<file path="config.mk">
export PLATFORM = sky130hd
export DESIGN_NAME = ilim_offtime_ctrl
export DESIGN_NICKNAME = d
export VERILOG_FILES = /design/src/rtl/ilim_ctrl_pkg.sv /design/src/rtl/ilim_cmd_edge.sv /design/src/rtl/ilim_sat_timer.sv /design/src/rtl/ilim_offtime_ctrl.sv
export SDC_FILE = /design/constraint.sdc
export NUM_CORES = 1
export LEC_CHECK = 0
export BUFFER_PORTS_ARGS = -buffer_cell sky130_fd_sc_hd__clkbuf_2
export CORE_MARGIN = 2
export CORE_UTILIZATION = 42
export CTS_BUF_LIST = sky130_fd_sc_hd__clkbuf_4
export CTS_CLUSTER_SIZE = 12
export DETAILED_ROUTE_END_ITERATION = 8
export PLACE_DENSITY = 0.71
export RECOVER_POWER = 25
export SKIP_LAST_GASP = 1
export SLEW_MARGIN = 5
export SYNTH_ARGS = -nofsm -noshare
export SYNTH_HDL_FRONTEND = slang
export SYNTH_SLANG_ARGS = --single-unit
export TNS_END_PERCENT = 30
</file>
<file path="constraint.sdc">
create_clock -name clk -period 3.4 [get_ports clk]
set_input_delay 0.34 -clock clk [delete_from_list [all_inputs] [get_ports clk]]
set_output_delay 0.34 -clock clk [all_outputs]
set_load 0.005 [all_outputs]
</file>
<file path="src/rtl/ilim_ctrl_pkg.sv">
package ilim_ctrl_pkg;

    typedef enum logic [1:0] {
        BR_DRIVE = 2'd0,
        BR_OFF   = 2'd1,
        BR_FAULT = 2'd2
    } br_state_e;

    typedef struct packed {
        logic ilim;
        logic hs_short;
        logic ls_short;
        logic hot;
    } sense_t;

    function automatic br_state_e next_state(
        input br_state_e cur,
        input logic      short_any,
        input logic      trip,
        input logic      resume
    );
        if (cur != BR_FAULT && short_any) return BR_FAULT;
        if (trip)                         return BR_OFF;
        if (resume)                       return BR_DRIVE;
        return cur;
    endfunction

endpackage

</file>
<file path="src/rtl/ilim_cmd_edge.sv">
module ilim_cmd_edge #(
    parameter int unsigned CMD_W = 2
) (
    input  logic             clk,
    input  logic             rst,
    input  logic [CMD_W-1:0] cmd,
    output logic             changed
);
    logic [CMD_W-1:0] cmd_q;

    always_ff @(posedge clk) begin
        if (rst) cmd_q <= '0;
        else     cmd_q <= cmd;
    end

    assign changed = (cmd != cmd_q);

    // a command held for two edges produces no further transition
    a_r2_edge_once: assert property (@(posedge clk) disable iff (rst)
        (changed && $stable(cmd)) |=> !changed);
endmodule

</file>
<file path="src/rtl/ilim_sat_timer.sv">
module ilim_sat_timer #(
    parameter int unsigned MAX_CNT    = 4,
    parameter bit          START_FULL = 1'b0
) (
    input  logic clk,
    input  logic rst,
    input  logic load,
    output logic busy,
    output logic last
);
    localparam int unsigned W = $clog2(MAX_CNT + 1);
    localparam logic [W-1:0] FULL = W'(MAX_CNT);

    logic [W-1:0] cnt;

    always_ff @(posedge clk) begin
        if (rst)            cnt <= START_FULL ? FULL : '0;
        else if (load)      cnt <= FULL;
        else if (cnt != '0) cnt <= cnt - W'(1);
    end

    assign busy = (cnt != '0);
    assign last = (cnt == W'(1));

    a_r10_no_wrap: assert property (@(posedge clk) disable iff (rst)
        (!load && cnt == '0) |=> cnt == '0);
    a_r10_step: assert property (@(posedge clk) disable iff (rst)
        (!load && cnt != '0) |=> cnt == $past(cnt) - W'(1));
    a_r10_load: assert property (@(posedge clk) disable iff (rst)
        load |=> cnt == FULL);
endmodule

</file>
<file path="src/rtl/ilim_offtime_ctrl.sv">
module ilim_offtime_ctrl
    import ilim_ctrl_pkg::*;
#(
    parameter int unsigned OFF_CYC   = 5000,
    parameter int unsigned BLANK_CYC = 4125,
    parameter int unsigned CMD_W     = 2
) (
    input  logic             clk,
    input  logic             rst,
    input  logic [CMD_W-1:0] drive_cmd,
    input  logic             ilim_hit,
    input  logic             hs_short,
    input  logic             ls_short,
    input  logic             hot_flag,
    output logic             bridge_off,
    output logic             fold_sel,
    output logic             short_fault
);
    sense_t    sense;
    br_state_e state, state_nx;
    logic      cmd_chg, short_any, trip, resume;
    logic      blank_busy, blank_last, blank_load;
    logic      off_busy, off_last;

    assign sense = '{ilim: ilim_hit, hs_short: hs_short,
                     ls_short: ls_short, hot: hot_flag};

    ilim_cmd_edge #(.CMD_W(CMD_W)) u_edge (
        .clk(clk), .rst(rst), .cmd(drive_cmd), .changed(cmd_chg)
    );

    assign short_any = sense.hs_short | sense.ls_short;
    assign trip      = (state == BR_DRIVE) && !blank_busy && sense.ilim && !cmd_chg;
    assign resume    = (state == BR_OFF) && off_last;
    assign blank_load = (state != BR_FAULT) && !short_any && (cmd_chg || resume);

    ilim_sat_timer #(.MAX_CNT(BLANK_CYC), .START_FULL(1'b1)) u_blank (
        .clk(clk), .rst(rst), .load(blank_load),
        .busy(blank_busy), .last(blank_last)
    );

    ilim_sat_timer #(.MAX_CNT(OFF_CYC), .START_FULL(1'b0)) u_off (
        .clk(clk), .rst(rst), .load(trip && !short_any),
        .busy(off_busy), .last(off_last)
    );

    assign state_nx = next_state(state, short_any, trip, resume);

    always_ff @(posedge clk) begin
        if (rst) begin
            state       <= BR_DRIVE;
            short_fault <= 1'b0;
            fold_sel    <= 1'b0;
        end else begin
            state       <= state_nx;
            short_fault <= (state != BR_FAULT) && short_any;
            fold_sel    <= sense.hot;
        end
    end

    assign bridge_off = (state != BR_DRIVE);

    a_r2_blank_blocks: assert property (@(posedge clk) disable iff (rst)
        (state == BR_DRIVE && blank_busy && !short_any) |=> state != BR_OFF);
    a_r3_off_timer_runs: assert property (@(posedge clk) disable iff (rst)
        (state == BR_OFF) |-> off_busy);
    a_r4_off_fixed: assert property (@(posedge clk) disable iff (rst)
        (state == BR_OFF && !off_last && !short_any) |=> state == BR_OFF);
    a_r5_resume_blanks: assert property (@(posedge clk) disable iff (rst)
        (state == BR_OFF && off_last && !short_any) |=> (state == BR_DRIVE && blank_busy));
    a_r6_short_off: assert property (@(posedge clk) disable iff (rst)
        (state != BR_FAULT && short_any) |=> (bridge_off && short_fault));
    a_r7_fault_holds: assert property (@(posedge clk) disable iff (rst)
        (state == BR_FAULT) |=> (state == BR_FAULT && !short_fault));
    a_r8_fold_high: assert property (@(posedge clk) disable iff (rst)
        hot_flag |=> fold_sel);
    a_r8_fold_low: assert property (@(posedge clk) disable iff (rst)
        !hot_flag |=> !fold_sel);
    a_r9_change_wins: assert property (@(posedge clk) disable iff (rst)
        (state == BR_DRIVE && cmd_chg && !short_any) |=> state == BR_DRIVE);
    a_r10_blank_end: assert property (@(posedge clk) disable iff (rst)
        (blank_last && !blank_load) |=> !blank_busy);
endmodule

</file>
==> impl_metrics.tcl, run 1 <==
set metrics [dict create \
    syn-cell-area_mm2 0.001545 \
    p_sw_share_pct 35.88 \
    crit_type "reg -> reg" \
    startpoint_type "register" \
    fin_crit_ps 2436 \
    dr.pass1.iters 4 \
    ys_ff_latch 32 \
    synth.largest_area_cell "dfxtp_1" \
    yosysMostFrequentCell "dfxtp_1" \
    worstMarginPinSlew_ps 657.4 \
    drc 0 \
    path_clk_slew_ps 110 \
    yosysWarnings 0 \
    min_path_type "in -> reg" \
    clk-insertion-delay-late_ps 340 \
    die_height_um 64.66 \
    num-fill-cells 349 \
    gp_congestion 0.7855 \
    status "finished, final reports clean" \
    finalCritPeriodShare_pct 71.66 \
    clockPowerShare_pct 22.8 \
    grt_max_degree 14 \
    synth_area_leaders "dfxtp_1 (41%), nor2_1 (6.3%), xnor2_1 (6.2%), ha_1 (4.0%), or3_1 (3.2%)" \
    post_drt_wl_per_cell_um 11.08 \
    async_reset_ff_share_pct 0 \
    postCtsHoldBufs 0 \
    synth_edf_count 0 \
    cts-root-buf "clkbuf_4" \
    hold_viol 0 \
    cts_tree "built" \
    clock_path_buffers 2 \
    cts_sinks 32 \
    cts_max_level 2 \
    powerDensity_mw_per_mm2 760.3 \
    hpwlAfterDp_mm 1.860 \
    power.total_uw 1305 \
    syn_nets 188 \
    drive_gt1_share_pct 15.79 \
    p_comb_share_pct 36.9 \
    min-delay-start "hot_flag" \
    synth_cells 175 \
    grt_setup_unrepaired "no" \
    p_switching_uw 468.3 \
    max_cap_viol_count 0 \
    critPathLaunch "u_blank.cnt[0]" \
    cts_resized 0 \
    ys_seq_area_share_pct 41.46 \
    slew_headroom_pct 55.77 \
    num_rows 22 \
    crit_arrival_ps 2670 \
    drt-initial-drc-count 78 \
    fmax_ghz 0.4104 \
    internal-power_uw 836.8 \
    synth.avg_cell_area_um2 8.830 \
    rr_startpoint "u_blank.cnt[0]" \
    areaGrowthSynthToFinish_pct 11.09 \
    p_leak_uw 0.0006609 \
    start_util_pct 42.85 \
    antennaDiodeCount 0 \
    postRouteAntennaNets 0 \
    grt_pass1_wl_mm 4.899 \
    synth.distinct_cells 38 \
    first_global_vias 1189 \
    ys_top_cells_by_count "dfxtp_1 (32), nor2_1 (26), nand2_1 (12)" \
    die_width_um 64.66 \
    final_nets 202 \
    finClkSkew_ps 17.80 \
    seqPwrFrac_pct 40.3 \
    numPortBuffers 10 \
    endpoint_kind "register" \
    synth_flop_cell "dfxtp_1" \
    crit_required_ps 3640 \
    post_cts_buffers 0 \
    io_pins 11 \
    antenna_found_initial 0 \
    ir_worst_vdd_v 0.0004552 \
    vias 1198 \
    synth.top_cell.area_share_pct 41.46 \
    track_usage_pct 14.94 \
    gr-total-overflow 0 \
    routed_wl_mm 2.636 \
    dieArea_mm2 0.004180 \
    coreArea_mm2 0.003606 \
    slew_violations 0 \
    viasPerCell 5.034 \
    setup_viol 0 \
    fin_setup_tns_ps 0 \
    crit_fanout 9 \
    cts_made_buffers 5 \
]
## flip-flops by register name (all words and copies together) (netlist names)
register	count
state	2
u_blank.cnt	13
u_edge.cmd_q	2
short_fault	1
u_off.cnt	13
fold_sel	1
## worst max-delay path, cell delays in order, from the launching register on
cell and delay, ps:
dfxtp_1 340, inv_1 110, ha_1 150, or4b_4 490
nor4_4 360, or4b_1 620, nand2b_2 210, nor2_1 60
## placed cells by master (no fill, tap or decap), drive strengths merged, types with 3 or more instances in the layout
cell / n
or4: 5
nand2b: 8
or3: 10
xnor2: 11
a21oi: 9
nor2: 26
nand2: 12
a211oi: 3
nor2b: 4
nor3b: 3
clkbuf: 16
a211o: 4
a31oi: 4
nor3: 8
inv: 6
ha: 5
nor4: 5
dfxtp: 32
## area by class of cell
type	count	area [um2]	area share, %
clock buffers	6	45.04	2.624
clock inverters	2	35.03	2.041
flip-flops and latches	32	640.6	37.32
repair buffers	11	55.05	3.207
multi-input cells	133	858.3	50.00
inverters	6	22.52	1.312
well taps	48	60.06	3.499
## power groups by stage
stage | Sequential (uW) | Clock (uW) | Combinational (uW)
global route | 541 | 323 | 553
detailed placement | 535 | 0 | 480
CTS | 527 | 306 | 485
global placement | 535 | 0 | 479
finish | 526 | 298 | 481
floorplan | 516 | 0 | 404
## path summary, 6_finish.rpt
path / endpoint / slack, ps / cells past startpoint
worst min-delay path: fold_sel / 190 / 2
worst max-delay path: u_off.cnt[0] / 960 / 7
worst min register to register: u_off.cnt[6] / 500 / 2
worst max register to register: u_off.cnt[0] / 960 / 7
## through the flow
stage	setup slack [ps]	cells	area (um2)	util [%]	hold WS, ps
detailed placement	964.7	230	1639	45.45	479.2
finish	963.6	238	1717	47.61	194.8
floorplan	1153	175	1545	-	411.6
CTS	956.6	238	1719	47.68	194.7
global placement	996.9	230	1639	45.45	467.1
global route	767.6	238	1717	47.61	203.4
## kinds of logic (layout without fill, tap and decap cells)
family / after synthesis / after routing / share of synthesized area [%]
and+or+nand+nor: 91 / 91 / 33.93
DFF: 32 / 32 / 41.46
AOI/OAI and AO/OA: 24 / 24 / 10.04
xor gates and xnor gates: 11 / 11 / 6.235
buffers and inverters: 10 / 25 / 2.996
adders and majority gates: 5 / 5 / 4.049
muxes: 2 / 2 / 1.296
## routing by layer
layer  up-vias  GRT usage, %  share of wire (%)
met3         2         5.208                3.5
met4         0         4.787               0.49
li1        646             -                  -
met2        16         25.00                 46
met1       534         17.95                 50
met5         -             0                  0
Power figures use the tool's default switching activity.
==> run 2: changes to the inputs <==
--- a/config.mk
+++ b/config.mk
@@ -11,7 +11,7 @@
 export CTS_BUF_LIST = sky130_fd_sc_hd__clkbuf_4
 export CTS_CLUSTER_SIZE = 12
 export DETAILED_ROUTE_END_ITERATION = 8
-export PLACE_DENSITY = 0.71
+export PLACE_DENSITY = 0.73
 export RECOVER_POWER = 25
 export SKIP_LAST_GASP = 1
 export SLEW_MARGIN = 5
==> constraint.sdc (replaced) <==
create_clock -name clk -period 2.1 [get_ports clk]
set_input_delay 0.21 -clock clk [delete_from_list [all_inputs] [get_ports clk]]
set_output_delay 0.21 -clock clk [all_outputs]
set_load 0.005 [all_outputs]
==> run 2 against run 1 <==
  * First-iteration DRC count is 69% lower
  * Global-route usage is 1.1 points higher
  * Sequential cell count stayed put
  * Maximum frequency is 17% higher
  * Worst hold slack worse by 100 ps
  * Final area is 7.9% higher
  * Largest cell class unchanged
  * Critical path depth stayed put
  * Clock-buffer cell count is 1 lower
  * Setup slack worse by 950 ps
  * Via count is 7.9% higher
  * Power is 56% higher
==> impl_metrics.tcl, run 2 (same netlist as run 1, synthesis figures left out) <==
set metrics [dict create \
    num-fill-cells 346 \
    first_global_vias 1244 \
    postRouteAntennaNets 0 \
    clock_path_buffers 2 \
    drc 0 \
    hold_viol 0 \
    cts_tree "built" \
    r2r_slack_ps 20 \
    endpoint_kind "register" \
    cts_max_level 2 \
    final_common_cell "dfxtp_1" \
    grt_setup_unrepaired "yes" \
    routed_wl_mm 2.852 \
    status "finished, final reports clean" \
    coreArea_mm2 0.003606 \
    worstMarginPinSlew_ps 499.1 \
    cts-root-buf "clkbuf_4" \
    min_to "fold_sel" \
    p_leak_uw 0.0007495 \
    fin_crit_ps 2083 \
    hold_depth 2 \
    final_cell_mix "dfxtp_1 (31), nor2_1 (26), buf_4 (20)" \
    grt_max_degree 14 \
    crit_required_ps 2370 \
    dr.pass1.iters 4 \
    viasPerCell 5.051 \
    antenna_found_initial 0 \
    startpoint_type "register" \
    reg.largest.list "u_blank.cnt (13), u_off.cnt (13)" \
    min_path_type "in -> reg" \
    powerDensity_mw_per_mm2 1097 \
    start_util_pct 42.85 \
    crit_arrival_ps 2350 \
    reg2reg_to "u_off.cnt[12]" \
    post_cts_buffers 0 \
    hpwlAfterDp_mm 2.117 \
    slew_violations 0 \
    finClkSkew_ps 7.877 \
    fmax_ghz 0.4800 \
    crit_fanout 5 \
    reg2regPathDepth 7 \
    gp_congestion 0.7810 \
    placed_cell_area_mm2 0.001782 \
    die_width_um 64.66 \
    fin_area_mm2 0.001852 \
    track_usage_pct 16.03 \
    drive_gt1_share_pct 25.48 \
    gr-total-overflow 0 \
    setup_viol 0 \
    max_cap_viol_count 0 \
    clk-insertion-delay-late_ps 340 \
    grt_pass1_wl_mm 5.099 \
    dieArea_mm2 0.004180 \
    die_height_um 64.66 \
    rr_startpoint "u_blank.cnt[0]" \
    num_rows 22 \
    cts_made_buffers 5 \
    final_nets 221 \
    power.total_uw 2031 \
    vias 1293 \
    finalCritPeriodShare_pct 99.21 \
    holdWs_ps 92.60 \
    fin_setup_tns_ps 0 \
    io_pins 11 \
    ir_worst_vdd_v 0.0007908 \
    antennaDiodeCount 0 \
    crit_type "reg -> reg" \
    path_clk_slew_ps 100 \
    drt-initial-drc-count 24 \
    numPortBuffers 10 \
    areaGrowthSynthToFinish_pct 19.84 \
    slew_headroom_pct 65.87 \
    min-delay-start "hot_flag" \
    cts_sinks 32 \
    post_drt_wl_per_cell_um 11.14 \
]
run 2: worst max-delay path by stage:
stage	cells after the start	end	startpoint	slack [ps]
after floorplan	9	u_off.cnt[1]	u_blank.cnt[1]	-120
after global placement	7	u_blank.cnt[10]	u_blank.cnt[1]	-50
after detailed placement	7	u_blank.cnt[10]	u_blank.cnt[1]	-110
after CTS	6	u_blank.cnt[12]	u_blank.cnt[0]	-20
after global routing	7	u_off.cnt[12]	u_blank.cnt[0]	-50
final	7	u_off.cnt[12]	u_blank.cnt[0]	20
run 2: final cells by class:
class	count	area, um2	area share (%)
multi-input cells	133	883.3	47.70
flip-flops and latches	32	641.9	34.66
repair buffers	30	198.9	10.74
well taps	48	60.06	3.243
clock buffers	5	37.54	2.027
inverters	6	22.52	1.216
clock inverters	2	7.507	0.4054
run 2: through the flow:
stage               instances  worst slack [ps]  utilization (%)
global route              256            -53.88            51.35
detailed placement        249            -106.1            49.41
floorplan                 175            -122.1                -
CTS                       256            -20.16            50.90
global placement          249            -54.12            49.41
finish                    256             16.63            51.35
run 2: repair_timing:
action,CTS,global route
gates resized for setup,5,4
hold buffers,0,0
endpoints found under the setup margin,2,14
run 2: critical path, stage by stage, from the launching register on:
cell and delay (ps):
dfxtp_2 330, inv_2 60, ha_1 140, or4b_4 480, nor4_4 170, or4b_4 520, buf_4 170, a31oi_1 130
run 2: metal layers:
metal  wire (um)  global-route usage, %  vias to the layer above
met5           0                      0                        -
met2        1318                  25.91                       27
li1            -                      -                      685
met1        1329                  18.87                      574
met3         132                  5.382                        7
met4          71                  8.245                        0
run 2: power breakdown:
part | total [uW] | internal (uW) | switching, uW
clock | 321 | 117 | 204
combinational | 862 | 423 | 440
sequential | 848 | 732 | 116
total | 2030 | 1270 | 760
